File: src/rtl/mmf_pkg.sv
package mmf_pkg;

  typedef enum logic [1:0] {
    AT_RW  = 2'd0,
    AT_WO  = 2'd1,
    AT_W1C = 2'd2,
    AT_RO  = 2'd3
  } acc_t;

  localparam int PHY_DATA_W = 16;
  localparam int PHY_SEL_W  = 5;

  // bus register indices
  localparam int IDX_CMD  = 0;
  localparam int IDX_ADR  = 1;
  localparam int IDX_DAT  = 2;
  localparam int IDX_RES  = 3;
  localparam int IDX_EXT0 = 4;
  localparam int N_EXT    = 3;

  localparam int CMD_RD_BIT = 0;

  // PHY model register numbers and constants
  localparam logic [PHY_SEL_W-1:0]  PREG_CTRL  = 5'd0;
  localparam logic [PHY_SEL_W-1:0]  PREG_STAT  = 5'd1;
  localparam logic [PHY_SEL_W-1:0]  PREG_RXOK  = 5'd10;
  localparam logic [PHY_DATA_W-1:0] RXOK_VALUE = 16'h1800;
  localparam logic [PHY_DATA_W-1:0] SELFCLR_MASK = 16'h8100;
  localparam int STAT_LINK_BIT = 2;

  function automatic acc_t ext_access(input int idx);
    case (idx)
      0:       return AT_RW;
      1:       return AT_W1C;
      default: return AT_RO;
    endcase
  endfunction

endpackage

File: src/rtl/mmf_access_reg.sv
module mmf_access_reg import mmf_pkg::*; #(
  parameter int              W   = 32,
  parameter acc_t            ACC = AT_RW,
  parameter logic [W-1:0]    RST = '0
) (
  input  logic         clk,
  input  logic         rst_n,
  input  logic         wr_en,
  input  logic [W-1:0] wdata,
  output logic [W-1:0] rd_val
);

  logic [W-1:0] q;

  always_ff @(posedge clk or negedge rst_n) begin
    if (!rst_n) begin
      q <= RST;
    end else if (wr_en) begin
      case (ACC)
        AT_RW, AT_WO: q <= wdata;
        AT_W1C:       q <= q & ~wdata;
        default:      q <= q;
      endcase
    end
  end

  assign rd_val = (ACC == AT_WO) ? '0 : q;

  if (ACC == AT_W1C) begin : g_w1c_chk
    AST_W1C_NO_SET: assert property (@(posedge clk) disable iff (!rst_n)
      $past(rst_n) |-> ((q & ~$past(q)) == '0));
  end

endmodule

File: src/rtl/mmf_phy_model.sv
module mmf_phy_model import mmf_pkg::*; (
  input  logic                  clk,
  input  logic                  rst_n,
  input  logic                  link_down,
  input  logic [PHY_SEL_W-1:0]  rd_sel,
  output logic [PHY_DATA_W-1:0] rd_data,
  input  logic                  wr_en,
  input  logic [PHY_SEL_W-1:0]  wr_sel,
  input  logic [PHY_DATA_W-1:0] wr_data
);

  logic [PHY_DATA_W-1:0] ctrl_word;
  logic                  link_up_q;
  logic [PHY_DATA_W-1:0] status_word;

  always_ff @(posedge clk or negedge rst_n) begin
    if (!rst_n) begin
      ctrl_word <= '0;
    end else if (wr_en && wr_sel == PREG_CTRL) begin
      ctrl_word <= wr_data & ~SELFCLR_MASK;
    end
  end

  always_ff @(posedge clk or negedge rst_n) begin
    if (!rst_n) link_up_q <= 1'b0;
    else        link_up_q <= ~link_down;
  end

  always_comb begin
    status_word = '0;
    status_word[STAT_LINK_BIT] = link_up_q;
  end

  always_comb begin
    case (rd_sel)
      PREG_CTRL: rd_data = ctrl_word;
      PREG_STAT: rd_data = status_word;
      PREG_RXOK: rd_data = RXOK_VALUE;
      default:   rd_data = '0;
    endcase
  end

  AST_CTRL_ONLY_REG0: assert property (@(posedge clk) disable iff (!rst_n)
    (ctrl_word != $past(ctrl_word)) |-> $past(wr_en && wr_sel == PREG_CTRL));

  AST_LINK_FOLLOW: assert property (@(posedge clk) disable iff (!rst_n)
    $past(rst_n) |-> (status_word[STAT_LINK_BIT] == !$past(link_down)));

endmodule

File: src/rtl/mii_mgmt_front.sv
module mii_mgmt_front import mmf_pkg::*; #(
  parameter int ADDR_W = 4,
  parameter int DATA_W = 32
) (
  input  logic              clk,
  input  logic              rst_n,
  input  logic [ADDR_W-1:0] bus_addr,
  input  logic [DATA_W-1:0] bus_wdata,
  input  logic              bus_we,
  output logic [DATA_W-1:0] bus_rdata,
  input  logic              link_down
);

  int sel;
  assign sel = int'(bus_addr);

  logic [DATA_W-1:0]     cmd_q;
  logic [DATA_W-1:0]     adr_q;
  logic [PHY_DATA_W-1:0] dat_q;
  logic [PHY_DATA_W-1:0] res_q;
  logic [DATA_W-1:0]     ext_q [N_EXT];

  logic                  cmd_wr, adr_wr, dat_wr, rd_go;
  logic [PHY_DATA_W-1:0] phy_rd_data;
  logic [PHY_SEL_W-1:0]  phy_sel;

  assign cmd_wr  = bus_we && (sel == IDX_CMD);
  assign adr_wr  = bus_we && (sel == IDX_ADR);
  assign dat_wr  = bus_we && (sel == IDX_DAT);
  assign rd_go   = cmd_wr && bus_wdata[CMD_RD_BIT] && !cmd_q[CMD_RD_BIT];
  assign phy_sel = adr_q[PHY_SEL_W-1:0];

  always_ff @(posedge clk or negedge rst_n) begin
    if (!rst_n) begin
      cmd_q <= '0;
      adr_q <= '0;
      dat_q <= '0;
      res_q <= '0;
    end else begin
      if (cmd_wr) cmd_q <= bus_wdata;
      if (adr_wr) adr_q <= bus_wdata;
      if (dat_wr) dat_q <= bus_wdata[PHY_DATA_W-1:0];
      if (rd_go)  res_q <= phy_rd_data;
    end
  end

  mmf_phy_model u_phy (
    .clk       (clk),
    .rst_n     (rst_n),
    .link_down (link_down),
    .rd_sel    (phy_sel),
    .rd_data   (phy_rd_data),
    .wr_en     (dat_wr),
    .wr_sel    (phy_sel),
    .wr_data   (bus_wdata[PHY_DATA_W-1:0])
  );

  for (genvar g = 0; g < N_EXT; g++) begin : g_ext
    mmf_access_reg #(
      .W   (DATA_W),
      .ACC (ext_access(g)),
      .RST ('0)
    ) u_reg (
      .clk    (clk),
      .rst_n  (rst_n),
      .wr_en  (bus_we && (sel == IDX_EXT0 + g)),
      .wdata  (bus_wdata),
      .rd_val (ext_q[g])
    );
  end

  always_comb begin
    bus_rdata = '0;
    if (sel == IDX_CMD) bus_rdata = cmd_q;
    if (sel == IDX_ADR) bus_rdata = adr_q;
    if (sel == IDX_DAT) bus_rdata[PHY_DATA_W-1:0] = dat_q;
    if (sel == IDX_RES) bus_rdata[PHY_DATA_W-1:0] = res_q;
    for (int i = 0; i < N_EXT; i++) begin
      if (sel == IDX_EXT0 + i) bus_rdata = ext_q[i];
    end
  end

  AST_READ_EDGE_ONLY: assert property (@(posedge clk) disable iff (!rst_n)
    (res_q != $past(res_q)) |-> $past(rd_go));

  AST_RXOK_CONST: assert property (@(posedge clk) disable iff (!rst_n)
    (rd_go && phy_sel == PREG_RXOK) |=> (res_q == RXOK_VALUE));

endmodule

File: config.mk
export PLATFORM = sky130hd
export DESIGN_NAME = mii_mgmt_front
export DESIGN_NICKNAME = d
export VERILOG_FILES = /design/src/rtl/mmf_pkg.sv /design/src/rtl/mmf_access_reg.sv /design/src/rtl/mmf_phy_model.sv /design/src/rtl/mii_mgmt_front.sv
export SDC_FILE = /design/constraint.sdc
export NUM_CORES = 1
export LEC_CHECK = 0
export CAP_MARGIN = 20
export CORE_ASPECT_RATIO = 0.8
export CORE_UTILIZATION = 40
export CTS_CLUSTER_SIZE = 14
export DETAILED_ROUTE_END_ITERATION = 7
export GPL_TIMING_DRIVEN = 0
export HOLD_SLACK_MARGIN = 0.06
export PLACE_DENSITY = 0.61
export SYNTH_ARGS = -nofsm -noshare
export SYNTH_HDL_FRONTEND = slang
export SYNTH_SLANG_ARGS = --single-unit
export TNS_END_PERCENT = 50
File: constraint.sdc
create_clock -name clk -period 6.5 [get_ports clk]
set_clock_uncertainty 0.1 [all_clocks]
set_input_delay 1.3 -clock clk [delete_from_list [all_inputs] [get_ports clk]]
set_output_delay 1.3 -clock clk [all_outputs]
set_load 0.02 [all_outputs]
After elaboration in Yosys (flattened, before gate mapping)
Cells that the tools add are included.
Storage, ports and cells
  input port bits: 40
  output and inout bits: 32
  word-level logic and storage cells: 38
  bits in registers: 175
Cells by class
  reductions and logical operators: 11
  equal/unequal tests: 8
  mux-type cells: 8
  bitwise logic cells: 3
Operators by type and width (number)
  $mux W32: 5
  $pmux W15 S3: 1
  $and A32 B32 Y32: 1
  $logic_not A32 Y1: 1
  $mux W16: 2
  $not A32 Y32: 1
  $eq A4 B4 Y1 const B: 3
  $eq A4 B3 Y1 const B: 2
  $logic_and A1 B1 Y1: 8
  $eq A5 B1 Y1 const B: 1
  $eq A5 B4 Y1 const B: 1
  $logic_not A5 Y1: 1
  $eq A4 B2 Y1 const B: 1
  $logic_not A1 Y1: 1
  $not A1 Y1: 1

Logic depth before layout (Yosys ltp)
  depth in word-level cells: 8
  depth in mapped cells: 8
  depth with buffers taken out: 4

Modules after synthesis
A second synthesis with hierarchy kept.
Unflattened totals
  cells, all modules: 722
  area, all modules: 8839.7 um2
Modules (own cells, without submodules)
  mii_mgmt_front: seq. area each 2402.3 um2, instances 1, cells each 496, area each 5306.3 um2
  mmf_access_reg (g_ext[0].u_reg): seq. area each 800.8 um2, instances 1, cells each 68, area each 1345.0 um2
  mmf_access_reg (g_ext[1].u_reg): seq. area each 800.8 um2, instances 1, cells each 67, area each 1187.4 um2
  mmf_phy_model: seq. area each 375.4 um2, instances 1, cells each 58, area each 757.0 um2
  mmf_access_reg (g_ext[2].u_reg): seq. area each 0.0 um2, instances 1, cells each 33, area each 244.0 um2

Worst setup path after synthesis
OpenSTA, ideal clock, no wires.
  path kind: in2out
  start: input port bus_addr[0]
  end: output port bus_rdata[4]
  data arrival time: 2.943 ns
  path slack: 2.157 ns
  required time: 5.100 ns
  buffers on the path: 3
  cell stages on the path: 7
  cell sequence: clkbuf_1 > buf_1 > clkbuf_1 > nor2_1 > o22ai_1 > o311ai_0 > a22oi_1
On the way
  cells in the longest elaborated chain, start to end: 8
  elaborated cells on any way between the ends: 14
  those cells by class: 6 x eq/ne; 7 x mux; 1 x reduce/logical
Ends and longest elaborated chain
  start: declaration: RTL line mii_mgmt_front.sv:7  | input logic [ADDR_W-1:0] bus_addr,
  $logic_not A32 Y1: RTL line mii_mgmt_front.sv:74  | if (sel == IDX_CMD) bus_rdata = cmd_q;
  $mux W32: RTL line mii_mgmt_front.sv:74
  $mux W32: RTL line mii_mgmt_front.sv:75  | if (sel == IDX_ADR) bus_rdata = adr_q;
  $mux W16: RTL line mii_mgmt_front.sv:76  | if (sel == IDX_DAT) bus_rdata[PHY_DATA_W-1:0] = dat_q;
  $mux W16: RTL line mii_mgmt_front.sv:77  | if (sel == IDX_RES) bus_rdata[PHY_DATA_W-1:0] = res_q;
  $mux W32 (2 in a row): RTL line mii_mgmt_front.sv:79  | if (sel == IDX_EXT0 + i) bus_rdata = ext_q[i];
  $mux W32 (*): RTL line mii_mgmt_front.sv:79
  end: declaration: RTL line mii_mgmt_front.sv:10  | output logic [DATA_W-1:0] bus_rdata,
Mark *: on every way between the ends. The rest lies on a longest branch, timed or not.

Worst setup path after layout
Ends and elaborated chain as after synthesis.

==> metrics.yaml <==
hold_viol_final: 0
crit_type: "input pin to primary output"
finalMaxSlewViolations: 0
fmax_mhz: 163
wl_per_cell_um: 20.6
setup-tns-final_ns: 0
setup_viol: 0
post_cts_buffers: 0
gr-total-overflow: 0
synth_cell_types: 36
antenna_found_initial: 0
cpMaxStageDelayCell: "clkdlybuf4s50_1"
synth_top_area_share_pct: 55.9
r2r-start: "adr_q[0]"
p_leak_nw: 4.00
arrival_ns: 4.74
tritoncts: "done"
postRouteWirelength_um: 20600
n_antenna_cell: 0
syn_area_sq_um: 7740
first_pass_iters: 5
crit_path_start: "bus_addr[0]"
core-area_sq_um: 19000
cts_buffers: 17
final.fill_count: 1664
hold_path_startpoint: "u_phy.ctrl_word[6]"
cts.sinks: 173
min_period_over_period_pct: 94.5
track_usage_pct: 22.1
die_h_um: 126
place_inst: 969
syn_to_final_growth_pct: 21.2
tightest_slew_ns: 0.967
mostFrequentLayoutCells: "dfrtp_1 (173), mux2_2 (126), o21ai_0 (93)"
slew_headroom_pct: 35.5
maxCapViolCount: 0
syn_nets: 680
layout.nets: 770
hold_buffers: 0
yosys_warnings: 0
start_kind: "input pin"
ys_ff_latch: 173
power.density_nw_per_um2: 299
multi_input_area_sq_um: 3130
final_cells: 1001
slowest_delay_ns: 0.66
layout_min_cycle_time_ns: 6.14
die_area_sq_um: 19900
hold_class: "register to register"
grt_pass1_vias: 5718
htreeDepth: 4
drc: 0
synth_edf_count: 0
synth-main-ff-cell: "dfrtp_1"
regArea_sq_um: 4330
root_buffer: "clkbuf_16"
min_path_cells: 1
antenna_left: 0
total_power_mw: 2.81
rows: 45
synth_seq_area_share_pct: 55.9
synth_largest_area_cell: "dfrtp_1"
crit_path_end_kind: "primary output"
layout_commonest_cell: "dfrtp_1"
cts_buffer_depth: 2
syn-instance-count: 640
vdd.ir_drop.worst_uv: 140
ios: 72
vias_per_cell: 5.58
die_x_um: 158
io_buffers: 70
rsz0062_at_grt: "no"
async_flop_share_pct: 100
post-dp-hpwl_um: 13700
postCtsResizedCells: 0
vias: 5584
hold_ws_ns: 0.388
drt_iter0_drc: 405
status: "completed"
ff2ff_path_depth: 5
avgSynthCellArea_sq_um: 12.1
crit_required_ns: 5.10
start_util_pct: 40.8
crit_chain: "clkdlybuf4s50_1 > clkbuf_1 > buf_1 > nand2b_1 > clkbuf_1 > o21ai_0 > a22oi_1 > clkdlybuf4s50_1"
yosys-top-cells-area: "dfrtp_1 (56%), mux2_2 (18%), o21ai_0 (6.0%), a21boi_0 (3.1%), mux2i_1 (2.1%)"
clk_latency_ns: 0.44
grt_start_max_net_pins: 114
crit_fanout: 10
clk_pin_slew_ns: 0.07
drive_above_1_share_pct: 23.0
grt_first_pass_wirelength_um: 32600
gp_congestion: 0.814
-- power breakdown --
group / switching [mW] / internal (mW) / total [mW]
logic: 0.193 / 0.233 / 0.426
registers: 0.0996 / 1.26 / 1.36
clock network: 0.466 / 0.552 / 1.02
-- stage by stage --
| step | setup slack, ns | util (%) | area (sq um) |
|---|---|---|---|
| 2_1_floorplan | 2.16 | - | 7740 |
| 5_1_grt | 0.219 | 49.5 | 9380 |
| 3_5_place_dp | 0.440 | 46.4 | 8800 |
| 6_report | 0.358 | 49.5 | 9380 |
| 4_1_cts | 0.434 | 49.5 | 9380 |
| 3_3_place_gp | -2.77 | 46.2 | 8760 |
-- Yosys cell counts, types with 2 or more instances --
master and count:
a21boi_0 32, a21oi_1 5, a221oi_1 4, a22o_1 11, a22oi_1 14, buf_1 3
buf_2 2, buf_6 4, clkbuf_1 39, dfrtp_1 173, inv_1 19, mux2_2 126
mux2i_1 16, nand2_1 23, nand2b_1 6, nand3_1 2, nand4b_1 2, nor2_1 19
nor3_1 6, o21ai_0 93, o22ai_1 14, o311ai_0 12, o311ai_1 2
-- kinds of logic after synthesis --
| logic type | synth area share [%] |
|---|---|
| muxes | 20.4 |
| DFF | 55.9 |
| AOI/OAI and AO/OA | 15.5 |
| buffers and inverters | 3.67 |
| and+or+nand+nor | 4.49 |
-- cell type report --
type                            instances  share of cell area [%]
Buffer                                 48                    2.27
Clock inverter                         14                    1.59
Inverter                               19                   0.760
Multi-Input combinational cell        400                    33.3
Tap cell                              258                    3.44
Timing Repair Buffer                   71                    7.81
Sequential cell                       173                    46.1
Clock buffer                           18                    4.68
-- critical path: cells and delay by family --
family | cells | cell delay [ns]
AO/OA/AOI/OAI | 2 | 0.43
buffers and inverters | 5 | 2.56
AND/OR/NAND/NOR | 1 | 0.45
-- sequential cells by signal, summed over array words and instances (netlist names) --
name                flops
g_ext.u_reg.rd_val     64
cmd_q                  32
u_phy.ctrl_word        14
u_phy.link_up_q         1
res_q                  14
dat_q                  16
adr_q                  32
-- path summary, 6_finish.rpt --
path / endpoint / slack (ns)
max: bus_rdata[4] / 0.36
min: res_q[6] / 0.39
max reg2reg: u_phy.ctrl_word[12] / 4.03
min reg2reg: res_q[6] / 0.39
max in group asynchronous: g_ext[1].u_reg.rd_val[30] / 4.70
min in group asynchronous: cmd_q[10] / 0.69
-- metal layers --
layer / global-route usage [%] / share of wire (%) / wire [um] / vias to the layer above
li1: - / - / - / 2514
met1: 31.3 / 47 / 9730 / 2881
met2: 33.6 / 46 / 9460 / 161
met3: 4.44 / 4.8 / 996 / 28
met4: 7.60 / 1.9 / 389 / 0
met5: 0 / 0 / 0 / -
No activity file was read; power rests on OpenSTA's default activity.
